--- src/rtl/carrier_sweep_pkg.sv ---
// Package: shared defaults and the action code that the sweep
// sequencer passes to the frequency accumulator.
package carrier_sweep_pkg;
    localparam int FREQ_W_DEF  = 20;
    localparam int STEP_W_DEF  = 16;
    localparam int DWELL_W_DEF = 16;
    localparam int PTS_W_DEF   = 8;

    // What the frequency register does on the next edge.
    typedef enum logic [1:0] {
        ACT_HOLD = 2'd0,
        ACT_LOAD = 2'd1,
        ACT_STEP = 2'd2,
        ACT_WRAP = 2'd3
    } sweep_act_e;
endpackage

--- src/rtl/sweep_dwell_timer.sv ---
// Module: sweep_dwell_timer
// Counts qualified symbol strobes at the current grid point. The
// expire output fires in the cycle of the strobe that completes the
// dwell. Assumes count is already gated by enable and lock. A limit
// of 0 or 1 is treated as a single strobe.
module sweep_dwell_timer #(
    parameter int DWELL_W = 16
) (
    input  logic               clk,
    input  logic               rst_n,
    input  logic               clear,
    input  logic               count,
    input  logic [DWELL_W-1:0] dwell_len,
    output logic               expire
);
    localparam int EXT_W = DWELL_W + 1;

    logic [DWELL_W-1:0] cnt_q;
    logic [EXT_W-1:0]   cnt_inc;

    // Next count widened by one bit so the compare cannot overflow.
    always_comb begin
        cnt_inc = {1'b0, cnt_q} + EXT_W'(1);
        expire  = count && (cnt_inc >= {1'b0, dwell_len});
    end

    // Count register: clear on load or expiry, step on a strobe, else hold.
    always_ff @(posedge clk) begin
        if (!rst_n) begin
            cnt_q <= '0;
        end else if (clear || expire) begin
            cnt_q <= '0;
        end else if (count) begin
            cnt_q <= cnt_inc[DWELL_W-1:0];
        end
    end


    dwell_clear_chk: assert property (@(posedge clk) disable iff (!rst_n)
        expire |=> (cnt_q == '0));


    dwell_hold_chk: assert property (@(posedge clk) disable iff (!rst_n)
        (!count && !clear) |=> $stable(cnt_q));
endmodule

--- src/rtl/sweep_point_ctr.sv ---
// Module: sweep_point_ctr
// Tracks which grid point the sweep is on and flags the last point
// of the pass. Assumes advance fires only on a dwell expiry. A point
// limit of 0 or 1 makes every point the last.
module sweep_point_ctr #(
    parameter int PTS_W = 8
) (
    input  logic             clk,
    input  logic             rst_n,
    input  logic             clear,
    input  logic             advance,
    input  logic [PTS_W-1:0] max_points,
    output logic             at_last
);
    localparam int EXT_W = PTS_W + 1;

    logic [PTS_W-1:0] pt_q;
    logic [EXT_W-1:0] pt_inc;

    // Last-point detection, widened against overflow.
    always_comb begin
        pt_inc  = {1'b0, pt_q} + EXT_W'(1);
        at_last = (max_points <= PTS_W'(1)) || (pt_inc >= {1'b0, max_points});
    end

    // Point index: clear on load, wrap at last point, else increment.
    always_ff @(posedge clk) begin
        if (!rst_n) begin
            pt_q <= '0;
        end else if (clear) begin
            pt_q <= '0;
        end else if (advance) begin
            pt_q <= at_last ? '0 : pt_inc[PTS_W-1:0];
        end
    end


    point_wrap_chk: assert property (@(posedge clk) disable iff (!rst_n)
        (advance && at_last && !clear) |=> (pt_q == '0));


    point_step_chk: assert property (@(posedge clk) disable iff (!rst_n)
        (advance && !at_last && !clear) |=> (pt_q == $past(pt_q) + PTS_W'(1)));
endmodule

--- src/rtl/sweep_freq_acc.sv ---
// Module: sweep_freq_acc
// Holds the carrier frequency word. It loads the start value on
// LOAD or WRAP, adds the zero-extended step on STEP, and holds
// otherwise. The add wraps modulo 2^FREQ_W. A step wider than the
// word is truncated.
module sweep_freq_acc
    import carrier_sweep_pkg::*;
#(
    parameter int FREQ_W = 20,
    parameter int STEP_W = 16
) (
    input  logic              clk,
    input  logic              rst_n,
    input  sweep_act_e        act,
    input  logic [FREQ_W-1:0] start_freq,
    input  logic [STEP_W-1:0] step_size,
    output logic [FREQ_W-1:0] freq_q
);
    logic [FREQ_W-1:0] step_ext;

    // Fit the step to the word width; the parameters pick the variant.
    generate
        if (STEP_W < FREQ_W) begin : g_pad
            always_comb step_ext = {{(FREQ_W - STEP_W){1'b0}}, step_size};
        end else begin : g_trim
            always_comb step_ext = step_size[FREQ_W-1:0];
        end
    endgenerate

    // Frequency register update as directed by the sequencer.
    always_ff @(posedge clk) begin
        if (!rst_n) begin
            freq_q <= '0;
        end else begin
            unique case (act)
                ACT_LOAD, ACT_WRAP: freq_q <= start_freq;
                ACT_STEP:           freq_q <= freq_q + step_ext;
                default:            freq_q <= freq_q;
            endcase
        end
    end


    freq_reload_chk: assert property (@(posedge clk) disable iff (!rst_n)
        (act == ACT_WRAP) |=> (freq_q == $past(start_freq)));
endmodule

--- src/rtl/carrier_sweep_ctrl.sv ---
// Module: carrier_sweep_ctrl (top)
// Dwell-and-step carrier search. The block registers the enable to
// detect its rising edge and decodes one action per cycle from the
// enable, lock, dwell expiry and last-point flag. It assumes sym_stb
// is a single-cycle pulse and that the host clears sweep_en once lock
// is confirmed.
module carrier_sweep_ctrl
    import carrier_sweep_pkg::*;
#(
    parameter int FREQ_W  = FREQ_W_DEF,
    parameter int STEP_W  = STEP_W_DEF,
    parameter int DWELL_W = DWELL_W_DEF,
    parameter int PTS_W   = PTS_W_DEF
) (
    input  logic               clk,
    input  logic               rst_n,
    input  logic               sweep_en,
    input  logic               sym_stb,
    input  logic               lock,
    input  logic [FREQ_W-1:0]  start_freq,
    input  logic [DWELL_W-1:0] dwell_len,
    input  logic [STEP_W-1:0]  step_size,
    input  logic [PTS_W-1:0]   max_points,
    output logic [FREQ_W-1:0]  freq_word
);
    logic       en_q;
    logic       start_pulse;
    logic       running;
    logic       count_stb;
    logic       dwell_done;
    logic       last_point;
    sweep_act_e act;

    // Enable history, used to find the enable's rising edge.
    always_ff @(posedge clk) begin
        if (!rst_n) en_q <= 1'b0;
        else        en_q <= sweep_en;
    end

    // Qualifiers: start on the rising edge; count strobes only while running without lock.
    always_comb begin
        start_pulse = sweep_en && !en_q;
        running     = sweep_en && en_q;
        count_stb   = running && !lock && sym_stb;
    end

    // Action decode for the frequency register.
    always_comb begin
        if (start_pulse)     act = ACT_LOAD;
        else if (dwell_done) act = last_point ? ACT_WRAP : ACT_STEP;
        else                 act = ACT_HOLD;
    end

    sweep_dwell_timer #(.DWELL_W(DWELL_W)) u_dwell (
        .clk       (clk),
        .rst_n     (rst_n),
        .clear     (start_pulse),
        .count     (count_stb),
        .dwell_len (dwell_len),
        .expire    (dwell_done)
    );

    sweep_point_ctr #(.PTS_W(PTS_W)) u_point (
        .clk        (clk),
        .rst_n      (rst_n),
        .clear      (start_pulse),
        .advance    (dwell_done),
        .max_points (max_points),
        .at_last    (last_point)
    );

    sweep_freq_acc #(.FREQ_W(FREQ_W), .STEP_W(STEP_W)) u_freq (
        .clk        (clk),
        .rst_n      (rst_n),
        .act        (act),
        .start_freq (start_freq),
        .step_size  (step_size),
        .freq_q     (freq_word)
    );


    enable_load_chk: assert property (@(posedge clk) disable iff (!rst_n)
        (sweep_en && !en_q) |=> (freq_word == $past(start_freq)));


    disabled_freeze_chk: assert property (@(posedge clk) disable iff (!rst_n)
        !sweep_en |=> $stable(freq_word));


    lock_freeze_chk: assert property (@(posedge clk) disable iff (!rst_n)
        (sweep_en && en_q && lock) |=> $stable(freq_word));


    step_add_chk: assert property (@(posedge clk) disable iff (!rst_n)
        (dwell_done && !last_point) |=>
        (freq_word == FREQ_W'($past(freq_word) + FREQ_W'($past(step_size)))));


    single_point_chk: assert property (@(posedge clk) disable iff (!rst_n)
        (dwell_done && max_points <= PTS_W'(1)) |=> (freq_word == $past(start_freq)));
endmodule

--- config.mk ---
export PLATFORM = sky130hd
export DESIGN_NAME = carrier_sweep_ctrl
export DESIGN_NICKNAME = d
export VERILOG_FILES = /design/src/rtl/carrier_sweep_pkg.sv /design/src/rtl/sweep_dwell_timer.sv /design/src/rtl/sweep_point_ctr.sv /design/src/rtl/sweep_freq_acc.sv /design/src/rtl/carrier_sweep_ctrl.sv
export SDC_FILE = /design/constraint.sdc
export NUM_CORES = 1
export LEC_CHECK = 0
export BUFFER_PORTS_ARGS = -buffer_cell sky130_fd_sc_hd__clkbuf_2
export CORE_ASPECT_RATIO = 1.2
export CORE_MARGIN = 2
export CORE_UTILIZATION = 35
export DETAILED_ROUTE_END_ITERATION = 10
export HOLD_SLACK_MARGIN = 0.1
export PLACE_DENSITY_LB_ADDON = 0.15
export SETUP_SLACK_MARGIN = 0.5
export SLEW_MARGIN = 10
export SYNTH_ARGS = -nofsm -noshare
export SYNTH_HDL_FRONTEND = slang
export SYNTH_SLANG_ARGS = --single-unit
--- constraint.sdc ---
create_clock -name clk -period 4 [get_ports clk]
set_input_delay 0.8 -clock clk [delete_from_list [all_inputs] [get_ports clk]]
set_output_delay 0.8 -clock clk [all_outputs]
set_load 0.01 [all_outputs]
[After elaboration in Yosys (flattened, before gate mapping)]
Cells that the tools add are included.
Word-level totals
  flip-flop bits (word level): 45
  bits in latches: 0
  memory bits (writable): 0
  ROM bits: 0
  input port bits: 65
  output and inout port bits: 20
  word-level logic and storage cells: 32
  memories kept: 0
Operators by class
  $add $sub $neg: 3
  $mul: 0
  div/mod/pow operators: 0
  $lt $le $gt $ge: 3
  equal/unequal tests: 3
  shift operators: 0
  mux-type cells: 5
  bitwise operators: 1
  reduce and logical (&&, ||, !) cells: 13
Operators by type and width (number)
  $pmux 20 s2: 1
  $add 20x16->20: 1
  $add 16x1->17 const B: 1
  $ge 17x16->1: 1
  $add 8x1->9 const B: 1
  $ge 9x8->1: 1
  $le 8x1->1 const B: 1
  $mux 8: 1
  $reduce_or 2->1: 3
  $logic_and 1x1->1: 5
  $eq 2x2->1 const B: 2
  $mux 2: 2
  $eq 2x1->1 const B: 1
  $logic_not 1->1: 2
  $logic_or 1x1->1: 2
  $reduce_bool 2->1: 1
  $mux 1: 1
  $not 1->1: 1

[Logic depth before layout (Yosys ltp)]
Gate-level depths: netlist of the first run.
  depth after elaboration: 9
  depth in mapped cells: 16
  gate-level depth less buffers: 14

[Cells and area by module]
Synthesis of the first run repeated with hierarchy kept, for this count alone.
Second synthesis, totals
  cell total of the unflattened synthesis: 522
  area total of the unflattened synthesis: 4016.4 um^2
By module, submodules not included
  sweep_freq_acc: times used 1, cells each 235, area an instance 1789.2 um^2, sequential area each 400.4 um^2
  sweep_dwell_timer: times used 1, cells each 186, area an instance 1416.4 um^2, sequential area each 320.3 um^2
  sweep_point_ctr: times used 1, cells each 93, area an instance 739.5 um^2, sequential area each 160.2 um^2
  carrier_sweep_ctrl: times used 1, cells each 8, area an instance 71.3 um^2, sequential area each 20.0 um^2

[Worst setup path before layout of the first run]
Ideal clock, no wire load.
  path type: register -> register
  from: register u_dwell.cnt_q[0]
  to: register u_freq.freq_q[19]
  library setup time: 0.074 ns
  data arrival time: 3.630 ns
  required time: 3.926 ns
  path slack: 0.295 ns
  stages on the path, launching flop included: 15
  buffers on the path: 0
  clock period less this slack: 3.705 ns
  cells stage by stage: dfxtp_1 > ha_1 > nand3_1 > nor4_2 > nand3_1 > nor2_1 > xor2_1 > ha_1 > nand3_1 > or4_1 > nor3_2 > a22oi_2 > a21o_1 > or4_1 > a31oi_1
On the way
  cells in the longest elaborated chain, start to end: 8
  elaborated cells on any way between the ends: 11
  those cells by class: 1 x add/sub; 1 x order compare; 3 x eq/ne; 3 x mux; 3 x reduce/logical
RTL lines
  from (decl): line sweep_dwell_timer.sv:18  | logic [DWELL_W-1:0] cnt_q;
  from (signal assigned): line sweep_dwell_timer.sv:34  | cnt_q <= cnt_inc[DWELL_W-1:0];
  $add 16x1->17 *: line sweep_dwell_timer.sv:23  | cnt_inc = {1'b0, cnt_q} + EXT_W'(1);
  named net u_dwell.cnt_inc[14]: line sweep_dwell_timer.sv:19  | logic [EXT_W-1:0] cnt_inc;
  $ge 17x16->1 *: line sweep_dwell_timer.sv:24  | expire = count && (cnt_inc >= {1'b0, dwell_len});
  $logic_and 1x1->1 *: line sweep_dwell_timer.sv:24
  $mux 2 *: line carrier_sweep_ctrl.sv:50  | else if (dwell_done) act = last_point ? ACT_WRAP : ACT_STEP;
  $mux 2 *: line carrier_sweep_ctrl.sv:49  | if (start_pulse) act = ACT_LOAD;
  $eq 2x1->1 or $eq 2x2->1 (tied branches): line sweep_freq_acc.sv:35  | unique case (act)
  $reduce_or 2->1: line sweep_freq_acc.sv:35
  $pmux 20 s2 or $reduce_bool 2->1 (tied branches)
  to (signal assigned): line sweep_freq_acc.sv:36  | ACT_LOAD, ACT_WRAP: freq_q <= start_freq;
  to (signal assigned): line sweep_freq_acc.sv:37  | ACT_STEP: freq_q <= freq_q + step_ext;
  to (signal assigned): line sweep_freq_acc.sv:38  | default: freq_q <= freq_q;
  to (decl): line sweep_freq_acc.sv:17  | output logic [FREQ_W-1:0] freq_q
Mark *: on every way through the listed nets, which the timed path passes. The rest lies on a longest branch.
A chain may end at the register's enable or synchronous reset.

[Final worst setup path of the first run]
Same ends and word-level chain as after synthesis.

==> metrics.txt, run 1 <==
status=finished clean; GRT Util Overall=17.2%; final wirelength=9.61 mm; First-pass DRT Iterations=4; area delta synth->final=28.5%; initial antenna violation count=0; top_reg_cell synth=dfxtp_1; CP cell instances=nand3_4 -> nor4_4 -> nand3_2 -> buf_6 -> xnor2_2 -> ha_1 -> nand2_2 -> or4_4 -> a21oi_2 -> a22oi_2 -> a21o_1 -> or4_1 -> a31oi_1; Yosys cell types=54; fin nets=688; CP delay by family, top=simple AND/OR/NAND/NOR gates; total congestion overflow=0; max cap viols=0; DRC=0; # H-tree levels=2; CP Launch Type=register; die footprint=0.0113 mm^2; register area share after synthesis=24.6%; Initial DRC Count=113; first-pass GRT wire length=16.2 mm; cts bufs inserted=5; Reg2Reg Depth=13; DR vias/cell=5.19; PwrDens=255 mW/mm^2; dpl cells=681; Ports=85; Worst Path Max Fanout=7; Buffers on Ports=84; worst hold path type=register to register; fraction of registers with async set/reset=0%; Post-Route Setup TNS=0 ns; Final min period=3.39 ns; Worst-Margin Slew=0.516 ns; worst vdd ir=0.189 mV; Core Box Area=0.0101 mm^2; Crit Path Class=register to register; antenna viol nets, final=0; vias=3,666; DR WL/cell=13.6 um; Starting Density=36.2%; Layout Skew=0.00464 ns; Post-CTS Hold Buffers=0; Power Total=1.20 mW; Mapped Area=0.00366 mm^2; Final Cycle Share=84.8%; share of cells above drive strength 1=26.5%; Die Ht=116 um; Arrival @ worst endpoint=3.61 ns; antenna cells=0; cell depth of the worst setup path=13; HPWL after DPL=7.26 mm; Max stage delay on crit path=0.50 ns; Clock Tree Buf Depth=2; worst rel slew slack=65.3%; Leak Pwr=2.22 nW; Post-synth EDFFs=0; Sink Count=45; Layout fillers=1,031; RSZ-0062 raised after global routing=true; TritonCTS clock tree=yes; vias in the first global route=3,609; Skew-Pair Late Insertion Delay=0.29 ns; Final Setup Violations=0; syn nets=588; pin count of the biggest net entering global routing=33; Worst-path clk slew=0.07 ns; Final Max Tran Viols=0; post-synthesis instance total=480; Req. time, crit path=4.22 ns; Syn. warnings=0; Final Hold Vio Count=0; Yosys reg bits=45; Die Wd=97.3 um; Buffers & Inverters on Critical Path=1; CTS root buf=clkbuf_16; Setup crit end kind=register; Finished Layout Cells=707; CP max-delay cell=or4_4; GPL Wtd Cong=0.788; Cells on Worst Hold Path=2; fmax=295 MHz; Mapped Avg Cell Area=7.62 um^2; row count=40
## registers in the layout, indices dropped and copies added, names as in the netlist
signal / flops
u_point.pt_q: 8
en_q: 1
u_freq.freq_q: 20
u_dwell.cnt_q: 16
## final cells by class
| type | count | area (um^2) | area share, % |
|---|---|---|---|
| multi-input combinational | 383 | 2670 | 56.8 |
| sequential | 45 | 923 | 19.7 |
| timing repair buffer | 110 | 648 | 13.8 |
| tap | 126 | 158 | 3.36 |
| inverter | 35 | 131 | 2.80 |
| clock buffer | 5 | 125 | 2.66 |
| clock inverter | 3 | 46.3 | 0.985 |
## final timing paths
path / to / slack [ns] / from
max: u_freq.freq_q[19]$_SDFFE_PN0P_ / 0.61 / u_dwell.cnt_q[0]$_SDFFE_PP0P_
min: u_freq.freq_q[10]$_SDFFE_PN0P_ / 0.50 / u_freq.freq_q[10]$_SDFFE_PN0P_
max reg2reg: u_freq.freq_q[19]$_SDFFE_PN0P_ / 0.61 / u_dwell.cnt_q[0]$_SDFFE_PP0P_
min reg2reg: u_freq.freq_q[10]$_SDFFE_PN0P_ / 0.50 / u_freq.freq_q[10]$_SDFFE_PN0P_
## synthesized netlist by cell type (3+ instances only)
| cell | n | area, um^2 |
|---|---|---|
| nand2_1 | 61 | 229 |
| dfxtp_1 | 45 | 901 |
| nor2_1 | 45 | 169 |
| ha_1 | 42 | 526 |
| inv_1 | 35 | 131 |
| o21ai_0 | 29 | 145 |
| a21oi_1 | 23 | 115 |
| a31oi_1 | 22 | 138 |
| xor2_1 | 22 | 193 |
| nand3_1 | 19 | 95.1 |
| xnor2_1 | 19 | 166 |
| clkbuf_1 | 13 | 48.8 |
| a22oi_1 | 8 | 60.1 |
| nand2b_1 | 8 | 50.1 |
| nor3_1 | 6 | 30.0 |
| a211oi_1 | 5 | 37.5 |
| a21o_1 | 5 | 37.5 |
| or4_1 | 5 | 37.5 |
| and3_1 | 4 | 25.0 |
| mux2i_1 | 4 | 40.0 |
| nor4_1 | 4 | 25.0 |
| o211ai_1 | 4 | 30.0 |
| o22ai_1 | 4 | 25.0 |
| a211o_1 | 3 | 26.3 |
| a32oi_1 | 3 | 26.3 |
| and2_1 | 3 | 18.8 |
| buf_2 | 3 | 15.0 |
| o21a_1 | 3 | 22.5 |
## placed cells by master (no fill, tap or decap), drive strengths merged, types with 3 or more instances in the layout
master,count
clkbuf,89
nand2,61
nor2,45
dfxtp,45
ha,42
inv,35
o21ai,29
buf,26
a21oi,24
xor2,22
a31oi,22
xnor2,19
nand3,19
a22oi,9
nand2b,8
nor3,7
a21o,5
a211oi,5
or4,5
nor4,5
and3,4
o22ai,4
o211ai,4
mux2i,4
and2,3
a211o,3
o21a,3
a32oi,3
## per-layer routing
| layer | wire length, um | track usage, % |
|---|---|---|
| met2 | 4740 | 31.2 |
| met3 | 331 | 2.71 |
| met5 | 0 | 0 |
| met4 | 175 | 5.37 |
| met1 | 4360 | 21.0 |
## per-stage QoR
stage	instance area, um^2	util (%)	hold WS [ns]	worst slack [ns]
after global placement	4280	42.4	0.470	0.241
final	4700	46.5	0.497	0.607
after detailed placement	4280	42.4	0.479	0.136
after global routing	4700	46.5	0.541	0.455
after CTS	4560	45.1	0.497	0.510
after floorplan	3690	-	0.454	0.522
## kinds of logic (layout without fill, tap and decap cells)
family | count (synthesis) | count (layout) | share of synthesized area (%)
adders and majority gates | 43 | 43 | 14.9
and+or+nand+nor | 171 | 171 | 22.0
DFF | 45 | 45 | 24.6
xor gates and xnor gates | 41 | 41 | 9.82
muxes | 4 | 4 | 1.10
buffers and inverters | 52 | 153 | 5.54
AOI/OAI and AO/OA | 124 | 124 | 22.0
## worst reg2reg max path, cell delays in order (launching register included)
cell,delay (ns)
dfxtp_4,0.39
nand3_4,0.10
nor4_4,0.35
nand3_2,0.18
buf_6,0.16
xnor2_2,0.12
ha_1,0.30
nand2_2,0.06
or4_4,0.50
a21oi_2,0.13
a22oi_2,0.16
a21o_1,0.26
or4_1,0.47
a31oi_1,0.16
## power by group
part | internal (mW) | switching, mW
Clock | 0.296 | 0.179
Combinational | 0.112 | 0.139
Sequential | 0.461 | 0.0142
Total | 0.868 | 0.332
## repair_timing
item / CTS / global route
setup buffers: 7 / 11
pin swaps: 7 / 19
setup endpoints to repair: 44 / 44
gates resized for setup: 15 / 19
No activity file was read; power rests on OpenSTA's default activity.
==> run 2: changes to the inputs <==
==> constraint.sdc (replaced) <==
create_clock -name clk -period 3 [get_ports clk]
set_input_delay 0.6 -clock clk [delete_from_list [all_inputs] [get_ports clk]]
set_output_delay 0.6 -clock clk [all_outputs]
set_load 0.01 [all_outputs]
==> run 2 against run 1 <==
Net effect: highest routed layer unchanged; largest power group unchanged; clock power is 13% higher; the flow now finishes with violations (setup timing); first-iteration DRC count is 30% higher; clock skew is 0.0039 ns higher; clock-buffer cell count is 1 higher; maximum frequency is 3.7% higher.
==> metrics.txt, run 2 (synthesis gave the netlist of run 1 again) <==
status=finished with violations; failing checks=setup timing; P_sw=0.449 mW; Layout Skew=0.00851 ns; Hold Startpoint=u_freq.freq_q[10]$_SDFFE_PN0P_; Worst-path clk slew=0.07 ns; Max stage delay on crit path=0.45 ns; RSZ-0062 raised after global routing=true; PwrDens=293 mW/mm^2; Clock power frac=35.0%; TritonCTS clock tree=yes; Core Box Area=0.0101 mm^2; worst vdd ir=0.246 mV; Most flops, register=u_freq.freq_q; fmax=306 MHz; Worst Path Max Fanout=8; vias=3,886; most common cell after layout, fill and taps aside=clkbuf_2; Initial DRC Count=147; die footprint=0.0113 mm^2; final wirelength=10.2 mm; vias in the first global route=3,708; DP Worst Slack=-0.293 ns; antenna cells=0; Req. time, crit path=3.22 ns; Cells on Worst Hold Path=2; row count=40; DR WL/cell=13.6 um; antenna viol nets, final=0; initial antenna violation count=0; Starting Density=36.2%; Ports=85; reg2reg start=u_dwell.cnt_q[1]$_SDFFE_PP0P_; CP delay by family, top=simple AND/OR/NAND/NOR gates; Final Max Tran Viols=0; Setup crit end kind=register; Final Hold Vio Count=0; Sink Count=45; DR vias/cell=5.20; Final Setup Violations=44; Buffers on Ports=84; first-pass GRT wire length=16.5 mm; GPL Wtd Cong=0.827; Crit Path Class=register to register; Regs by FF count=u_freq.freq_q x20, u_dwell.cnt_q x16, u_point.pt_q x8; total congestion overflow=0; Worst-Margin Slew=0.709 ns; sw frac=29.4%; Logic pwr share=23.6%; most frequent cells in the layout=84 x clkbuf_2, 54 x buf_4, 53 x nand2_1, 41 x ha_1, 35 x dfxtp_1; Reg2Reg Depth=17; First-pass DRT Iterations=4; Skew-Pair Late Insertion Delay=0.29 ns; Hold EP=u_freq.freq_q[10]$_SDFFE_PN0P_; CTS root buf=clkbuf_16; worst rel slew slack=52.2%; Clock Tree Buf Depth=2; worst r2r dst=u_freq.freq_q[11]$_SDFFE_PN0P_; Final min period=3.27 ns; share of cells above drive strength 1=35.7%; Post-Route Setup TNS=-6.54 ns; CP Launch Type=register; worst-case hold slack=0.498 ns; Die Wd=97.3 um; cts bufs inserted=5; Leak Pwr=2.45 nW; Die Ht=116 um; # H-tree levels=2; area delta synth->final=42.9%; worst hold path type=register to register; Final Cycle Share=109%; Power Total=1.53 mW; HPWL after DPL=7.90 mm; Internal=1.08 mW; R2R Setup Slk=-0.27 ns; Buffers & Inverters on Critical Path=3; CP cell instances=ha_4 -> nand3_4 -> nor4_4 -> nand3_2 -> nor2_2 -> xor2_1 -> ha_1 -> nand3_2 -> or4_4 -> a21oi_2 -> a22oi_2 -> buf_4 -> a21oi_4 -> buf_12 -> buf_12 -> nand3b_1 -> a31oi_1; max cap viols=0; pin count of the biggest net entering global routing=23; fin nets=728; Flop pwr share=41.4%; crit path from=u_dwell.cnt_q[1]$_SDFFE_PP0P_; DRC=0; max reg flops=20; final setup margin=-0.272 ns; GRT Util Overall=17.6%; Arrival @ worst endpoint=3.49 ns; CP max-delay cell=or4_4
## run 2: per-stage QoR
| stage | instance area, um^2 | cells | util, % |
|---|---|---|---|
| floorplan | 3780 | 480 | - |
| detailed placement | 4660 | 722 | 46.1 |
| CTS | 4980 | 738 | 49.3 |
| global placement | 4660 | 722 | 46.1 |
| finish | 5220 | 747 | 51.7 |
| global route | 5220 | 747 | 51.7 |
## run 2: area by class of cell
cell class / instances / area, um^2
Inverter: 35 / 134
Tap cell: 126 / 158
Multi-Input combinational cell: 384 / 2880
Sequential cell: 45 / 926
Fill cell: 990 / 4890
Clock buffer: 6 / 129
Clock inverter: 2 / 10.0
Timing Repair Buffer: 149 / 992
## run 2: worst register-to-register path, cell delays in order (launching register included)
cell and delay, ns:
dfxtp_4 0.38, ha_4 0.15, nand3_4 0.09, nor4_4 0.20
nand3_2 0.16, nor2_2 0.12, xor2_1 0.07, ha_1 0.32
nand3_2 0.09, or4_4 0.45, a21oi_2 0.13, a22oi_2 0.13
buf_4 0.18, a21oi_4 0.21, buf_12 0.16, buf_12 0.11
nand3b_1 0.08, a31oi_1 0.16
## run 2: how the worst max path moves through the flow
stage	cells past startpoint	to	slack (ns)
floorplan	14	u_freq.freq_q[19]$_SDFFE_PN0P_	-0.12
global placement	15	u_dwell.cnt_q[8]$_SDFFE_PP0P_	-0.22
global route	13	u_freq.freq_q[19]$_SDFFE_PN0P_	-0.46
finish	17	u_freq.freq_q[11]$_SDFFE_PN0P_	-0.27
CTS	13	u_freq.freq_q[19]$_SDFFE_PN0P_	-0.22
detailed placement	13	u_freq.freq_q[19]$_SDFFE_PN0P_	-0.29
## run 2: layer usage
metal  part of all wire [%]  GRT usage [%]  vias up
met3                    4.9           3.50       11
met2                     52           33.8      101
li1                       -              -     1993
met1                     42           20.1     1781
met5                      0              0        -
met4                    1.5           4.63        0
## run 2: timing repair
action	in CTS	in global routing
setup endpoints to repair	44	44
gates cloned	2	1
hold buffers	0	0
pin swaps	33	21
endpoints found under the hold margin	0	0
buffers inserted	6	8
gates resized for setup	30	45
## run 2: power groups by stage
stage                     clock [mW]  combinational [mW]  sequential, mW
after CTS                      0.551               0.351           0.635
after global routing           0.583               0.405           0.635
after detailed placement           0               0.340           0.650
after floorplan                    0               0.210           0.654
after global placement             0               0.335           0.649
final                          0.535               0.361           0.633
==> run 3: changes to the inputs <==
--- a/config.mk
+++ b/config.mk
@@ -8,7 +8,7 @@
 export BUFFER_PORTS_ARGS = -buffer_cell sky130_fd_sc_hd__clkbuf_2
 export CORE_ASPECT_RATIO = 1.2
 export CORE_MARGIN = 2
-export CORE_UTILIZATION = 35
+export CORE_UTILIZATION = 45
 export DETAILED_ROUTE_END_ITERATION = 10
 export HOLD_SLACK_MARGIN = 0.1
 export PLACE_DENSITY_LB_ADDON = 0.15
==> run 3 against run 2 <==
Net effect: the flow still finishes with violations (setup timing); worst setup slack improved by 0.024 ns; global-route usage up 5.1 points; maximum frequency up 0.75%; design area is 0.38% lower; non-clock buffer count is 3 lower; flip-flop and latch count is the same; first-iteration DRC count fell by 14%; sequential power hardly changed; total power shrank 7.6%; register-to-register slack improved by 0.02 ns; die area shrank 21%; wire length down 2.5%; critical path type unchanged; largest cell class unchanged; highest routed layer unchanged.
==> metrics.txt, run 3 (synthesis gave the netlist of run 1 again) <==
status=finished with violations; failing checks=setup timing; Core Box Area=0.00802 mm^2; share of cells above drive strength 1=36.7%; Layout Skew=0.0114 ns; Regs by FF count=u_freq.freq_q x20, u_dwell.cnt_q x16, u_point.pt_q x8; TritonCTS clock tree=yes; CP Launch Type=register; Leak Pwr=2.44 nW; final setup margin=-0.248 ns; vias in the first global route=3,696; R2R Setup Slk=-0.25 ns; CP endpoint=u_freq.freq_q[19]$_SDFFE_PN0P_; Metal-1 WL=4.19 mm; Worst Path Max Fanout=5; Skew-Pair Late Insertion Delay=0.31 ns; Sink Count=45; Worst-Margin Slew=0.726 ns; routed wl met3=382 um; fin nets=725; Buffers on Ports=84; row count=36; Die Wd=86.3 um; pin count of the biggest net entering global routing=28; First-pass DRT Iterations=4; RSZ-0062 raised after global routing=true; crit path from=u_dwell.cnt_q[4]$_SDFFE_PP0P_; Final Setup Violations=37; Initial DRC Count=127; Starting Density=45.6%; # H-tree levels=2; Arrival @ worst endpoint=3.48 ns; Req. time, crit path=3.24 ns; GPL Wtd Cong=0.854; Final Max Tran Viols=0; Final Hold Vio Count=0; first-pass GRT wire length=16.4 mm; DR vias/cell=5.44; antenna cells=0; antenna viol nets, final=0; area delta synth->final=42.3%; cts bufs inserted=5; Ports=85; most common cell after layout, fill and taps aside=clkbuf_2; Clock Tree Buf Depth=2; worst hold path type=register to register; Final Cycle Share=108%; Setup crit end kind=register; PwrDens=272 mW/mm^2; Most flops, register=u_freq.freq_q; Crit Path Class=register to register; initial antenna violation count=0; Final min period=3.25 ns; vias=3,878; die footprint=0.00886 mm^2; max cap viols=0; most frequent cells in the layout=84 x clkbuf_2, 49 x buf_4, 48 x nand2_1, 41 x ha_1, 37 x dfxtp_1; worst vdd ir=0.161 mV; DR WL/cell=13.9 um; total congestion overflow=0; HPWL after DPL=7.42 mm; CTS root buf=clkbuf_8; fin util=64.9%; Reg2Reg Depth=13; worst rel slew slack=51.1%; GRT Util Overall=22.7%; max reg flops=20; fmax=308 MHz; Post-Route Setup TNS=-6.02 ns; final wirelength=9.92 mm; Worst-path clk slew=0.09 ns; worst r2r dst=u_freq.freq_q[19]$_SDFFE_PN0P_; Die Ht=103 um; wire length on met2=5.27 mm; reg2reg start=u_dwell.cnt_q[4]$_SDFFE_PP0P_; DRC=0; uppermost layer routed=met4
run 3: cell types whose count changed in the layout (fill, tap and decap cells not counted), moves of 5 or more:
cell,change
clkbuf_16,-6
clkbuf_8,+6
buf_4,-5
nand2_1,-5
nand2_4,+5
run 3: worst min path at each step:
stage | startpoint | slack [ns] | cells past startpoint | endpoint
detailed placement | u_dwell.cnt_q[1]$_SDFFE_PP0P_ | 0.49 | 2 | u_dwell.cnt_q[1]$_SDFFE_PP0P_
global placement | u_dwell.cnt_q[1]$_SDFFE_PP0P_ | 0.48 | 2 | u_dwell.cnt_q[1]$_SDFFE_PP0P_
floorplan | u_dwell.cnt_q[1]$_SDFFE_PP0P_ | 0.47 | 2 | u_dwell.cnt_q[1]$_SDFFE_PP0P_
global route | start_freq[3] | 0.54 | 3 | u_freq.freq_q[3]$_SDFFE_PN0P_
finish | u_freq.freq_q[10]$_SDFFE_PN0P_ | 0.51 | 2 | u_freq.freq_q[10]$_SDFFE_PN0P_
CTS | u_freq.freq_q[10]$_SDFFE_PN0P_ | 0.52 | 2 | u_freq.freq_q[10]$_SDFFE_PN0P_
run 3: area by class of cell:
cell class | count | area (um^2)
Multi-Input combinational cell | 384 | 2950
Fill cell | 679 | 2810
Timing Repair Buffer | 146 | 993
Sequential cell | 45 | 916
Inverter | 35 | 131
Tap cell | 95 | 119
Clock buffer | 6 | 82.6
Clock inverter | 2 | 13.8
run 3: routing by layer:
layer / vias up / GRT usage [%]
li1: 1982 / -
met1: 1805 / 27.1
met2: 84 / 43.4
met3: 7 / 3.36
met4: 0 / 4.33
met5: - / 0
run 3: report_power, final:
| group | leakage [nW] | switching, mW | internal (mW) |
|---|---|---|---|
| sequential | 0.372 | 0.0189 | 0.616 |
| clock | 0.0512 | 0.220 | 0.187 |
| combinational | 2.02 | 0.203 | 0.168 |
| total | 2.44 | 0.442 | 0.971 |
run 3: through the flow:
stage	total power [mW]	hold WS, ns	worst slack, ns	area, um^2	cells
finish	1.41	0.515	-0.248	5200	713
global placement	0.982	0.479	-0.144	4630	691
detailed placement	0.991	0.491	-0.270	4630	691
CTS	1.41	0.518	-0.243	4950	708
floorplan	0.865	0.471	-0.117	3780	480
global route	1.50	0.540	-0.397	5200	713
run 3: worst max-delay path, stage by stage, from the launching register on:
cell and delay [ns]:
dfxtp_2 0.36, nand2_1 0.13, nor4_4 0.33, nand3_2 0.17, nor2_2 0.13, xor2_1 0.08
ha_1 0.32, nand3_2 0.08, or4_4 0.46, a21oi_2 0.14, a22oi_2 0.13, a21o_1 0.24
or4_1 0.48, a31oi_1 0.14
run 3: what timing repair did:
action                                  4_1_cts  5_1_grt
pin swaps                                    16       43
setup buffers                                 6        5
hold buffers                                  0        0
cloned                                        3        0
resized for setup                            38       48
endpoints found under the setup margin       44       44
